**src/rtl/smi_seq_pkg.sv**
```systemverilog
package smi_seq_pkg;

  typedef enum logic [2:0] {
    ST_IDLE, ST_SAVE, ST_BASEW, ST_REDIR, ST_SMM, ST_RD, ST_RDB, ST_DONE
  } seqState_e;

  // strobes from control to datapath
  typedef struct packed {
    logic cntClr;
    logic cntInc;
    logic wrRec;
    logic wrBase;
    logic rdRec;
    logic rdBase;
    logic commitBase;
  } seqCtl_t;

  localparam logic [1:0] KIND_CONT = 2'd0;
  localparam logic [1:0] KIND_HALT = 2'd1;
  localparam logic [1:0] KIND_IO   = 2'd2;

endpackage

```
**src/rtl/smi_seq_ctrl.sv**
```systemverilog
module smi_seq_ctrl
  import smi_seq_pkg::*;
(
  input  logic       clk,
  input  logic       rstN,
  input  logic       smiIn,
  input  logic       resumeStb,
  input  logic       cntLast,
  input  logic [1:0] flags,
  output seqCtl_t    ctl,
  output logic       inSmm,
  output logic       redirValid,
  output logic       resumeDone,
  output logic [1:0] resumeKind,
  output logic       resumeErr
);

  seqState_e state, nextState;
  logic pend;
  logic errQ;

  always_comb begin
    ctl = '0;
    nextState = state;
    case (state)
      ST_IDLE: if (smiIn) begin
        nextState = ST_SAVE;
        ctl.cntClr = 1'b1;
      end
      ST_SAVE: begin
        ctl.wrRec = 1'b1;
        ctl.cntInc = 1'b1;
        if (cntLast) nextState = ST_BASEW;
      end
      ST_BASEW: begin
        ctl.wrBase = 1'b1;
        nextState = ST_REDIR;
      end
      ST_REDIR: nextState = ST_SMM;
      ST_SMM: if (resumeStb) begin
        nextState = ST_RD;
        ctl.cntClr = 1'b1;
      end
      ST_RD: begin
        ctl.rdRec = 1'b1;
        ctl.cntInc = 1'b1;
        if (cntLast) nextState = ST_RDB;
      end
      ST_RDB: begin
        ctl.rdBase = 1'b1;
        nextState = ST_DONE;
      end
      ST_DONE: begin
        ctl.commitBase = 1'b1;
        if (pend || smiIn) begin
          nextState = ST_SAVE;
          ctl.cntClr = 1'b1;
        end else begin
          nextState = ST_IDLE;
        end
      end
      default: nextState = ST_IDLE;
    endcase
  end

  always_ff @(posedge clk) begin
    if (!rstN) begin
      state <= ST_IDLE;
      pend  <= 1'b0;
      errQ  <= 1'b0;
    end else begin
      state <= nextState;
      if (state == ST_DONE) pend <= 1'b0;
      else if (smiIn && state != ST_IDLE) pend <= 1'b1;
      if (resumeStb && state == ST_IDLE) errQ <= 1'b1;
    end
  end

  assign inSmm      = (state != ST_IDLE);
  assign redirValid = (state == ST_REDIR);
  assign resumeDone = (state == ST_DONE);
  assign resumeErr  = errQ;
  assign resumeKind = flags[0] ? KIND_HALT : (flags[1] ? KIND_IO : KIND_CONT);

  // a request seen outside the mode starts the save at once
  a_r1_accept_idle: assert property (@(posedge clk) disable iff (!rstN)
    (!inSmm && smiIn) |=> (state == ST_SAVE));

  // the redirect lasts a single cycle
  a_r4_redir_single: assert property (@(posedge clk) disable iff (!rstN)
    redirValid |=> !redirValid);

  // resume outside the mode raises the error flag and stays outside
  a_r11_resume_err: assert property (@(posedge clk) disable iff (!rstN)
    (resumeStb && !inSmm && !smiIn) |=> (resumeErr && !inSmm));

  // a held request restarts the save right after resume ends
  a_r12_pend_resave: assert property (@(posedge clk) disable iff (!rstN)
    (resumeDone && pend) |=> (state == ST_SAVE));

endmodule

```
**src/rtl/smi_seq_dp.sv**
```systemverilog
module smi_seq_dp
  import smi_seq_pkg::*;
#(
  parameter int unsigned ADDR_W       = 32,
  parameter int unsigned DATA_W       = 32,
  parameter int unsigned REC_WORDS    = 22,
  parameter int unsigned RESET_BASE   = 'h30000,
  parameter int unsigned ENTRY_OFF    = 'h8000,
  parameter int unsigned REC_END_OFF  = 'h10000,
  parameter int unsigned BASE_FLD_OFF = 'hFEF8,
  parameter int unsigned RESV_LO_OFF  = 'hFE00,
  parameter int unsigned RESV_HI_OFF  = 'hFEF7,
  localparam int unsigned CNT_W       = $clog2(REC_WORDS)
) (
  input  logic              clk,
  input  logic              rstN,
  input  seqCtl_t           ctl,
  input  logic              haltIn,
  input  logic              ioTrapIn,
  input  logic [DATA_W-1:0] snapData,
  input  logic [DATA_W-1:0] memRdata,
  output logic [CNT_W-1:0]  snapIdx,
  output logic [ADDR_W-1:0] memAddr,
  output logic              memWe,
  output logic              memRe,
  output logic [DATA_W-1:0] memWdata,
  output logic              restoreValid,
  output logic [CNT_W-1:0]  restoreIdx,
  output logic [DATA_W-1:0] restoreData,
  output logic [1:0]        flags,
  output logic              cntLast,
  output logic [15:0]       redirCs,
  output logic [15:0]       redirIp
);

  localparam logic [ADDR_W-1:0] REC_END  = ADDR_W'(REC_END_OFF);
  localparam logic [ADDR_W-1:0] BASE_FLD = ADDR_W'(BASE_FLD_OFF);
  localparam logic [ADDR_W-1:0] RESV_LO  = ADDR_W'(RESV_LO_OFF);
  localparam logic [ADDR_W-1:0] RESV_HI  = ADDR_W'(RESV_HI_OFF);

  logic [ADDR_W-1:0] base;
  logic [CNT_W-1:0]  cnt;
  logic [ADDR_W-1:0] wordOff;
  logic [ADDR_W-1:0] baseSh;
  logic              rdV;
  logic [CNT_W-1:0]  rdI;
  logic [1:0]        flagQ;

  always_ff @(posedge clk) begin
    if (!rstN) begin
      base  <= ADDR_W'(RESET_BASE);
      cnt   <= '0;
      rdV   <= 1'b0;
      rdI   <= '0;
      flagQ <= 2'b00;
    end else begin
      if (ctl.cntClr) cnt <= '0;
      else if (ctl.cntInc) cnt <= cnt + 1'b1;
      if (ctl.commitBase) base <= ADDR_W'(memRdata);
      rdV <= ctl.rdRec;
      rdI <= cnt;
      if (rdV && rdI == '0) flagQ <= memRdata[1:0];
    end
  end

  always_comb begin
    wordOff = (ADDR_W'(cnt) + ADDR_W'(1)) << 2;
    if (ctl.wrBase || ctl.rdBase) memAddr = base + BASE_FLD;
    else memAddr = base + REC_END - wordOff;
    if (ctl.wrBase) memWdata = DATA_W'(base);
    else if (cnt == '0) memWdata = DATA_W'({ioTrapIn, haltIn});
    else memWdata = snapData;
    baseSh = base >> 4;
  end

  assign memWe        = ctl.wrRec | ctl.wrBase;
  assign memRe        = ctl.rdRec | ctl.rdBase;
  assign snapIdx      = cnt;
  assign cntLast      = (cnt == CNT_W'(REC_WORDS - 1));
  assign restoreValid = rdV;
  assign restoreIdx   = rdI;
  assign restoreData  = memRdata;
  assign flags        = flagQ;
  assign redirCs      = baseSh[15:0];
  assign redirIp      = 16'(ENTRY_OFF);

  // the reserved span below the base field is never written
  a_r5_resv_untouched: assert property (@(posedge clk) disable iff (!rstN)
    memWe |-> !((memAddr >= base + RESV_LO) && (memAddr <= base + RESV_HI)));

  // restored words follow a read one cycle later
  a_r6_restore_follows_read: assert property (@(posedge clk) disable iff (!rstN)
    restoreValid |-> $past(memRe));

  // the memory port never reads and writes together
  a_r6_port_exclusive: assert property (@(posedge clk) disable iff (!rstN)
    !(memWe && memRe));

  // the base only moves at the end of a resume
  a_r10_base_moves_on_commit: assert property (@(posedge clk) disable iff (!rstN)
    !$stable(base) |-> $past(ctl.commitBase));

endmodule

```
**src/rtl/smi_seq.sv**
```systemverilog
module smi_seq
  import smi_seq_pkg::*;
#(
  parameter int unsigned ADDR_W     = 32,
  parameter int unsigned DATA_W     = 32,
  parameter int unsigned REC_WORDS  = 22,
  parameter int unsigned RESET_BASE = 'h30000,
  parameter int unsigned ENTRY_OFF  = 'h8000
) (
  input  logic                         clk,
  input  logic                         rstN,
  input  logic                         smiIn,
  input  logic                         resumeStb,
  input  logic                         haltIn,
  input  logic                         ioTrapIn,
  output logic [$clog2(REC_WORDS)-1:0] snapIdx,
  input  logic [DATA_W-1:0]            snapData,
  output logic [ADDR_W-1:0]            memAddr,
  output logic                         memWe,
  output logic                         memRe,
  output logic [DATA_W-1:0]            memWdata,
  input  logic [DATA_W-1:0]            memRdata,
  output logic                         restoreValid,
  output logic [$clog2(REC_WORDS)-1:0] restoreIdx,
  output logic [DATA_W-1:0]            restoreData,
  output logic                         inSmm,
  output logic                         redirValid,
  output logic [15:0]                  redirCs,
  output logic [15:0]                  redirIp,
  output logic                         resumeDone,
  output logic [1:0]                   resumeKind,
  output logic                         resumeErr
);

  seqCtl_t    ctl;
  logic       cntLast;
  logic [1:0] flags;

  smi_seq_ctrl u_ctrl (
    .clk        (clk),
    .rstN       (rstN),
    .smiIn      (smiIn),
    .resumeStb  (resumeStb),
    .cntLast    (cntLast),
    .flags      (flags),
    .ctl        (ctl),
    .inSmm      (inSmm),
    .redirValid (redirValid),
    .resumeDone (resumeDone),
    .resumeKind (resumeKind),
    .resumeErr  (resumeErr)
  );

  smi_seq_dp #(
    .ADDR_W     (ADDR_W),
    .DATA_W     (DATA_W),
    .REC_WORDS  (REC_WORDS),
    .RESET_BASE (RESET_BASE),
    .ENTRY_OFF  (ENTRY_OFF)
  ) u_dp (
    .clk          (clk),
    .rstN         (rstN),
    .ctl          (ctl),
    .haltIn       (haltIn),
    .ioTrapIn     (ioTrapIn),
    .snapData     (snapData),
    .memRdata     (memRdata),
    .snapIdx      (snapIdx),
    .memAddr      (memAddr),
    .memWe        (memWe),
    .memRe        (memRe),
    .memWdata     (memWdata),
    .restoreValid (restoreValid),
    .restoreIdx   (restoreIdx),
    .restoreData  (restoreData),
    .flags        (flags),
    .cntLast      (cntLast),
    .redirCs      (redirCs),
    .redirIp      (redirIp)
  );

endmodule

```
**config.mk**
```make
export PLATFORM = sky130hd
export DESIGN_NAME = smi_seq
export DESIGN_NICKNAME = d
export VERILOG_FILES = /design/src/rtl/smi_seq_pkg.sv /design/src/rtl/smi_seq_ctrl.sv /design/src/rtl/smi_seq_dp.sv /design/src/rtl/smi_seq.sv
export SDC_FILE = /design/constraint.sdc
export NUM_CORES = 1
export LEC_CHECK = 0
export BUFFER_PORTS_ARGS = -buffer_cell sky130_fd_sc_hd__buf_4
export CORE_ASPECT_RATIO = 0.8
export CORE_MARGIN = 1.5
export CORE_UTILIZATION = 44
export DETAILED_ROUTE_END_ITERATION = 8
export PLACE_DENSITY = 0.73
export SLEW_MARGIN = 20
export SYNTH_ARGS = -nofsm -noshare
export SYNTH_HDL_FRONTEND = slang
export SYNTH_SLANG_ARGS = --single-unit
```
**constraint.sdc**
```tcl
create_clock -name clk -period 3.32 [get_ports clk]
set_input_delay 0.332 -clock clk [delete_from_list [all_inputs] [get_ports clk]]
set_output_delay 0.332 -clock clk [all_outputs]
set_load 0.05 [all_outputs]
```
**Word level (Yosys, flattened, before mapping)**

Index checks and enable logic that the tools add are counted.

- Register bits: 50
- Bits of input ports: 70
- Output and inout bits: 147
- Word-level logic and storage cells: 62

- Add/sub/neg operators: 5
- Eq/ne operators: 12
- Mux-type cells: 21
- Bitwise operators: 3
- Reduce and logical (&&, ||, !) cells: 13

Operators with widths:

| cell | count |
|---|---|
| 32-bit 2-to-1 mux | 3 |
| 32-bit by 16-bit adder with 32-bit output (second input constant) | 1 |
| 32-bit by 17-bit adder with 32-bit output (second input constant) | 1 |
| 32-bit subtractor | 1 |
| 3-bit one-hot mux with 8 select lines | 1 |
| 3-bit == test (second input constant) | 4 |
| 3-bit 2-to-1 mux | 4 |
| 5-bit zero test | 2 |
| 1-bit 2-to-1 mux | 10 |
| 2-bit != test (second input constant) | 4 |
| 5-bit by 1-bit adder with 6-bit output (second input constant) | 1 |
| 3-bit by 2-bit == test with 1-bit output (second input constant) | 2 |
| 2-bit OR reduction | 3 |
| 5-bit by 1-bit adder with 5-bit output (second input constant) | 1 |
| 5-bit == test (second input constant) | 1 |
| 2-bit 2-to-1 mux | 2 |
| 4-bit AND reduction | 1 |
| 3-bit by 1-bit == test with 1-bit output (second input constant) | 1 |
| 1-bit logical AND | 3 |
| 3-bit zero test | 1 |
| 1-bit one-hot mux with 3 select lines | 1 |
| 3-bit nonzero test | 1 |
| 1-bit logical OR | 2 |
| 1-bit bitwise OR | 2 |
| 1-bit NOT | 1 |

**Longest topological paths before layout**

- Depth in word-level cells: 4
- Gate-level depth with buffers: 14
- Depth with buffers taken out: 14

**Hierarchy**

A second synthesis with hierarchy kept.

- Cell total of the unflattened synthesis: 775
- Area total of the unflattened synthesis: 5806.8 um^2

By module, submodules not included:

| module | times used | cells each | area each (um^2) | sequential area each (um^2) |
|---|---|---|---|---|
| smi_seq_dp | 1 | 736 | 5465.2 | 900.9 |
| smi_seq_ctrl | 1 | 39 | 341.6 | 100.1 |

**Least setup slack after synthesis**

Ideal clock, no wire load.

- Kind: reg-to-output
- Start point: register u_dp.cnt[0] (netlist: u_dp.snapIdx[0])
- End point: output memAddr[29]
- Arrival time: 4.453 ns
- Setup slack: -1.465 ns
- Stages on the path, launching flop included: 15
- Path buffers: 0
- Path through: dfxtp_1 > ha_1 > nand3_1 > xor2_1 > ha_1 > ha_1 > a21oi_1 > nand2_1 > o21ai_0 > a211oi_2 > o31ai_1 > a21oi_1 > o21ai_0 > a21boi_0 > o31ai_1

- Word-level cells in the longest chain between the ends: 3

Ends and longest elaborated chain:

| what | line | RTL |
|---|---|---|
| start, declared | smi_seq_dp.sv:42 | `logic [CNT_W-1:0] cnt;` |
| start signal, assigned | smi_seq_dp.sv:58 | `else if (ctl.cntInc) cnt <= cnt + 1'b1;` |
| 5-bit by 1-bit adder with 6-bit output | smi_seq_dp.sv:67 | `wordOff = (ADDR_W'(cnt) + ADDR_W'(1)) << 2;` |
| 32-bit subtractor | smi_seq_dp.sv:69 | `else memAddr = base + REC_END - wordOff;` |
| 32-bit 2-to-1 mux | smi_seq_dp.sv:68 | `if (ctl.wrBase \|\| ctl.rdBase) memAddr = base + BASE_FLD;` |
| end, declared | smi_seq.sv:18 | `output logic [ADDR_W-1:0] memAddr,` |

No other way between the ends.

**Worst setup path in the final report**

- Start point: register u_dp.cnt[1] (netlist: u_dp.snapIdx[1])
- End point: output memAddr[21]

Same word-level chain as after synthesis.

==> run summary <==
Run status
* finished with violations — result of the run
* negative setup slack — violations in the final reports

Worst setup path
* 9 — cell count of the worst reg-to-reg path
* output port — CP Capture Type
* ha_1 — cell with the largest stage delay on the worst path
* compound AO/OA/AOI/OAI gates — kind of cell adding the most delay to the critical path
* 3.40 ns — Arrival @ worst endpoint
* u_dp.snapIdx[1] — start point of the critical path
* 2 — buffering stage count on the worst path with inverters included
* memAddr[21] — Critical Path End
* 0.40 ns — Largest stage delay, worst path
* 15 — number of cells on the critical path
* 2.99 ns — worst endpoint required time
* 4 — worst-path fanout max
* flop to output port — kind of critical path
* ha_4 > xnor2_1 > ha_1 > ha_1 > nand3_4 > nor2_4 > nor2_4 > o31ai_4 > a221oi_4 > o31ai_4 > buf_6 > a41oi_4 > xor2_2 > o21ai_4 > buf_6 — critical path cell sequence
* u_ctrl.state[0] — startpoint of the most critical register-to-register path
* 1.50 ns — worst reg-to-reg setup slack
* u_ctrl.state[1] — reg2reg end
* flop — Worst setup SP type

Cells and area
* 1135 — number of nets at the end of the flow
* 47.79% — Synth-to-Final Area Change
* 0.3932 — proportion of layout cells with a drive suffix above 1
* 0 — antenna diode count
* 1173 — final cell count without fillers
* 1020 sq um — storage element area
* buf_4 (265), nand2_1 (151), ha_1 (55) — most frequent cells in the layout
* 4576 sq um — multi-input logic area
* buf_4 — most frequent standard cell in the layout excluding fill and tap cells
* 0.6791 — share of the core filled with cells in the final layout
* 1042 — Filler Cells Inserted

Routing
* 0 — antenna viol nets, final
* 5.231 — post-DR vias/cell
* 15.83 microns — routed length per placed instance
* 5 — length of the first detailed-routing pass in iterations
* 0 — drc violations
* 18.56 mm — total detailed-routing wirelength
* 450 — DR iter-0 viols
* 6136 — vias post-DR

Floorplanning
* 12390 sq um — area inside the core boundary
* 0.4595 — starting density of the core
* 217 — Top Ports
* 13630 sq um — Die Outline Area
* 36 — placement row count
* 130.2 microns — Die Width
* 104.7 microns — die height

Global route
* 47 — largest net degree at the start of global routing
* 0.2551 — global router's overall resource usage
* 0 — number of antenna violations at the first check in global routing
* 0 — global route overflow
* 5689 — via count of the first global-routing pass
* 28.18 mm — global-route wire length before repair

Power and ir drop
* 3.899 nW — standby leakage power
* 584.7 nW/um^2 — power density relative to cell area
* 0.8346 mV — Worst IR Drop VDD

STA
* 0.004506 ns — Fin Clk Skew
* true — RSZ-0062 raised after global routing
* 1.123 — fraction of the cycle the final worst path needs
* 268.1 MHz — fmax
* 16 — number of setup violations in the final report
* -0.4095 ns — final setup slack of the worst path
* -4.126 ns — Sum Neg Setup Slack
* 0.6324 — Rel. slew slack
* 0.5514 ns — slew at the pin with the worst max-slew slack
* 0 — count of endpoints failing hold in the final timing report
* 0 — final slew viol count
* 3.729 ns — final worst path period need

Clock tree
* clkbuf_16 — CTS Root Buffer Type
* yes — TritonCTS clock tree
* 0.07 ns — clock input transition at the sequential cells of the worst setup and hold paths
* 5 — clock buffers created by TritonCTS
* 0 — hold-fix buffers at CTS
* 50 — clock sink count
* 2 — buffer levels on the longest clock path
* 0.30 ns — clock latency at the later pin of the worst-skew pair
* 2 — htree depth

Synth
* 0 — synth warn
* 0 — asr flop ratio synth
* dfxtp_1 (18%), ha_1 (14%), nand2_1 (10%) — dominant cells by area after synthesis
* 0.1759 — Seq/Total Area, Yosys
* 790 — cell count after synthesis
* 59 — number of distinct library cells after synthesis
* 0.1759 — portion of synthesized cell area occupied by the leading cell type
* 5692 sq um — cell area after synthesis
* 7.205 sq um — post-synthesis area per instance
* 50 — synthesized flop and latch total
* 0 — number of flops mapped to enable cells by yosys
* dfxtp_1 — library cell with the largest summed area after synthesis
* dfxtp_1 — top flip-flop cell by instance count after synthesis

Place
* 1155 — placed insts
* 0.9348 — routability cong.
* 200 — IO Port Bufs
* 13.90 mm — half-perimeter wire length after placement

Job
* 0 — number of max-cap violations

Worst hold path
* 3 — instance count along the most critical hold path
* input pin to flop — class of the tightest hold or removal check

where the power goes:
| group | switching (mW) | leakage, nW | total [mW] | internal [mW] |
|---|---|---|---|---|
| clock | 0.265 | 0.0748 | 0.553 | 0.287 |
| sequential | 0.0360 | 0.408 | 0.668 | 0.632 |
| combinational | 2.43 | 3.42 | 3.70 | 1.26 |
repair_timing:
action / 4_1_cts / 5_1_grt
setup buffers: 9 / 5
setup endpoints to repair: 15 / 23
cloned: 0 / 0
gates resized for setup: 35 / 51
pin swaps: 25 / 37
cells by family (layout without fill, tap and decap cells):
kind of cell / count (synthesis) / in the layout / synth area share
simple gates: 275 / 275 / 0.2214
other cells: 2 / 16 / 0.001319
mux: 7 / 7 / 0.01231
xor+xnor: 51 / 51 / 0.07848
flops: 50 / 50 / 0.1759
buf+inv: 144 / 342 / 0.1444
fa+ha+maj: 64 / 64 / 0.1407
compound gates: 197 / 197 / 0.2255
per-layer routing:
metal,track usage,vias to the layer above,share of wire
li1,-,3041,-
met1,0.3473,2855,0.45
met2,0.4323,226,0.48
met3,0.03431,14,0.064
met4,0.04048,0,0.0085
met5,0,-,0
Yosys cell counts (4+ instances only):
cell type,count
a211oi_1,6
a21boi_0,33
a21o_1,6
a21oi_1,40
and2_1,6
and3_1,6
buf_4,67
clkbuf_1,31
dfxtp_1,50
ha_1,64
inv_1,41
mux2i_1,7
nand2_1,155
nand2b_1,5
nand3_1,17
nand4_1,4
nor2_1,34
nor2b_1,18
nor3_1,9
nor4_1,4
o211ai_1,4
o21a_1,7
o21ai_0,47
o22ai_1,25
o31ai_1,9
xnor2_1,35
xor2_1,16
registers in the layout, indices dropped and copies added (netlist names):
register	flops
u_ctrl.pend	1
u_ctrl.resumeErr	1
u_ctrl.state	3
u_dp.base	32
u_dp.flags	2
u_dp.restoreIdx	5
u_dp.restoreValid	1
u_dp.snapIdx	5
layout make-up:
cell class,instances,area share
repair buffers,292,0.2726
multi-input cells,610,0.5440
flip-flops and latches,50,0.1212
inverters,42,0.01874
clock buffers,5,0.01487
well taps,171,0.02544
clock inverters,3,0.003124
worst reg2reg max path, cell delays in order, from the launching register on:
cell and delay (ns):
dfxtp_1 0.40, inv_1 0.10, ha_1 0.25, nor2b_1 0.17
inv_1 0.13, nor2_1 0.05, a21oi_1 0.19, o21ai_0 0.20
mux2i_1 0.18, nor2b_1 0.06
stage by stage:
stage / setup WS, ns / power (mW) / area, sq um / hold slack [ns]
3_5_place_dp: -0.1847 / 4.033 / 7734 / 0.4728
3_3_place_gp: -0.1342 / 4.020 / 7734 / 0.4719
4_1_cts: -0.4018 / 4.701 / 8118 / 0.2560
5_1_grt: -0.5093 / 5.123 / 8412 / 0.2698
2_1_floorplan: -0.1785 / 3.118 / 6077 / 0.4562
6_report: -0.4095 / 4.919 / 8412 / 0.2530
how the worst min path moves through the flow:
stage | slack, ns | end | from
floorplan | 0.46 | u_dp.base[16] | memRdata[16]
global placement | 0.47 | u_dp.base[0] | u_dp.base[0]
detailed placement | 0.47 | u_dp.base[0] | u_dp.base[0]
CTS | 0.26 | u_dp.base[16] | memRdata[16]
global route | 0.27 | u_dp.base[16] | memRdata[16]
finish | 0.25 | u_dp.base[16] | memRdata[16]
Note: power is estimated with default switching activity, not from simulation.
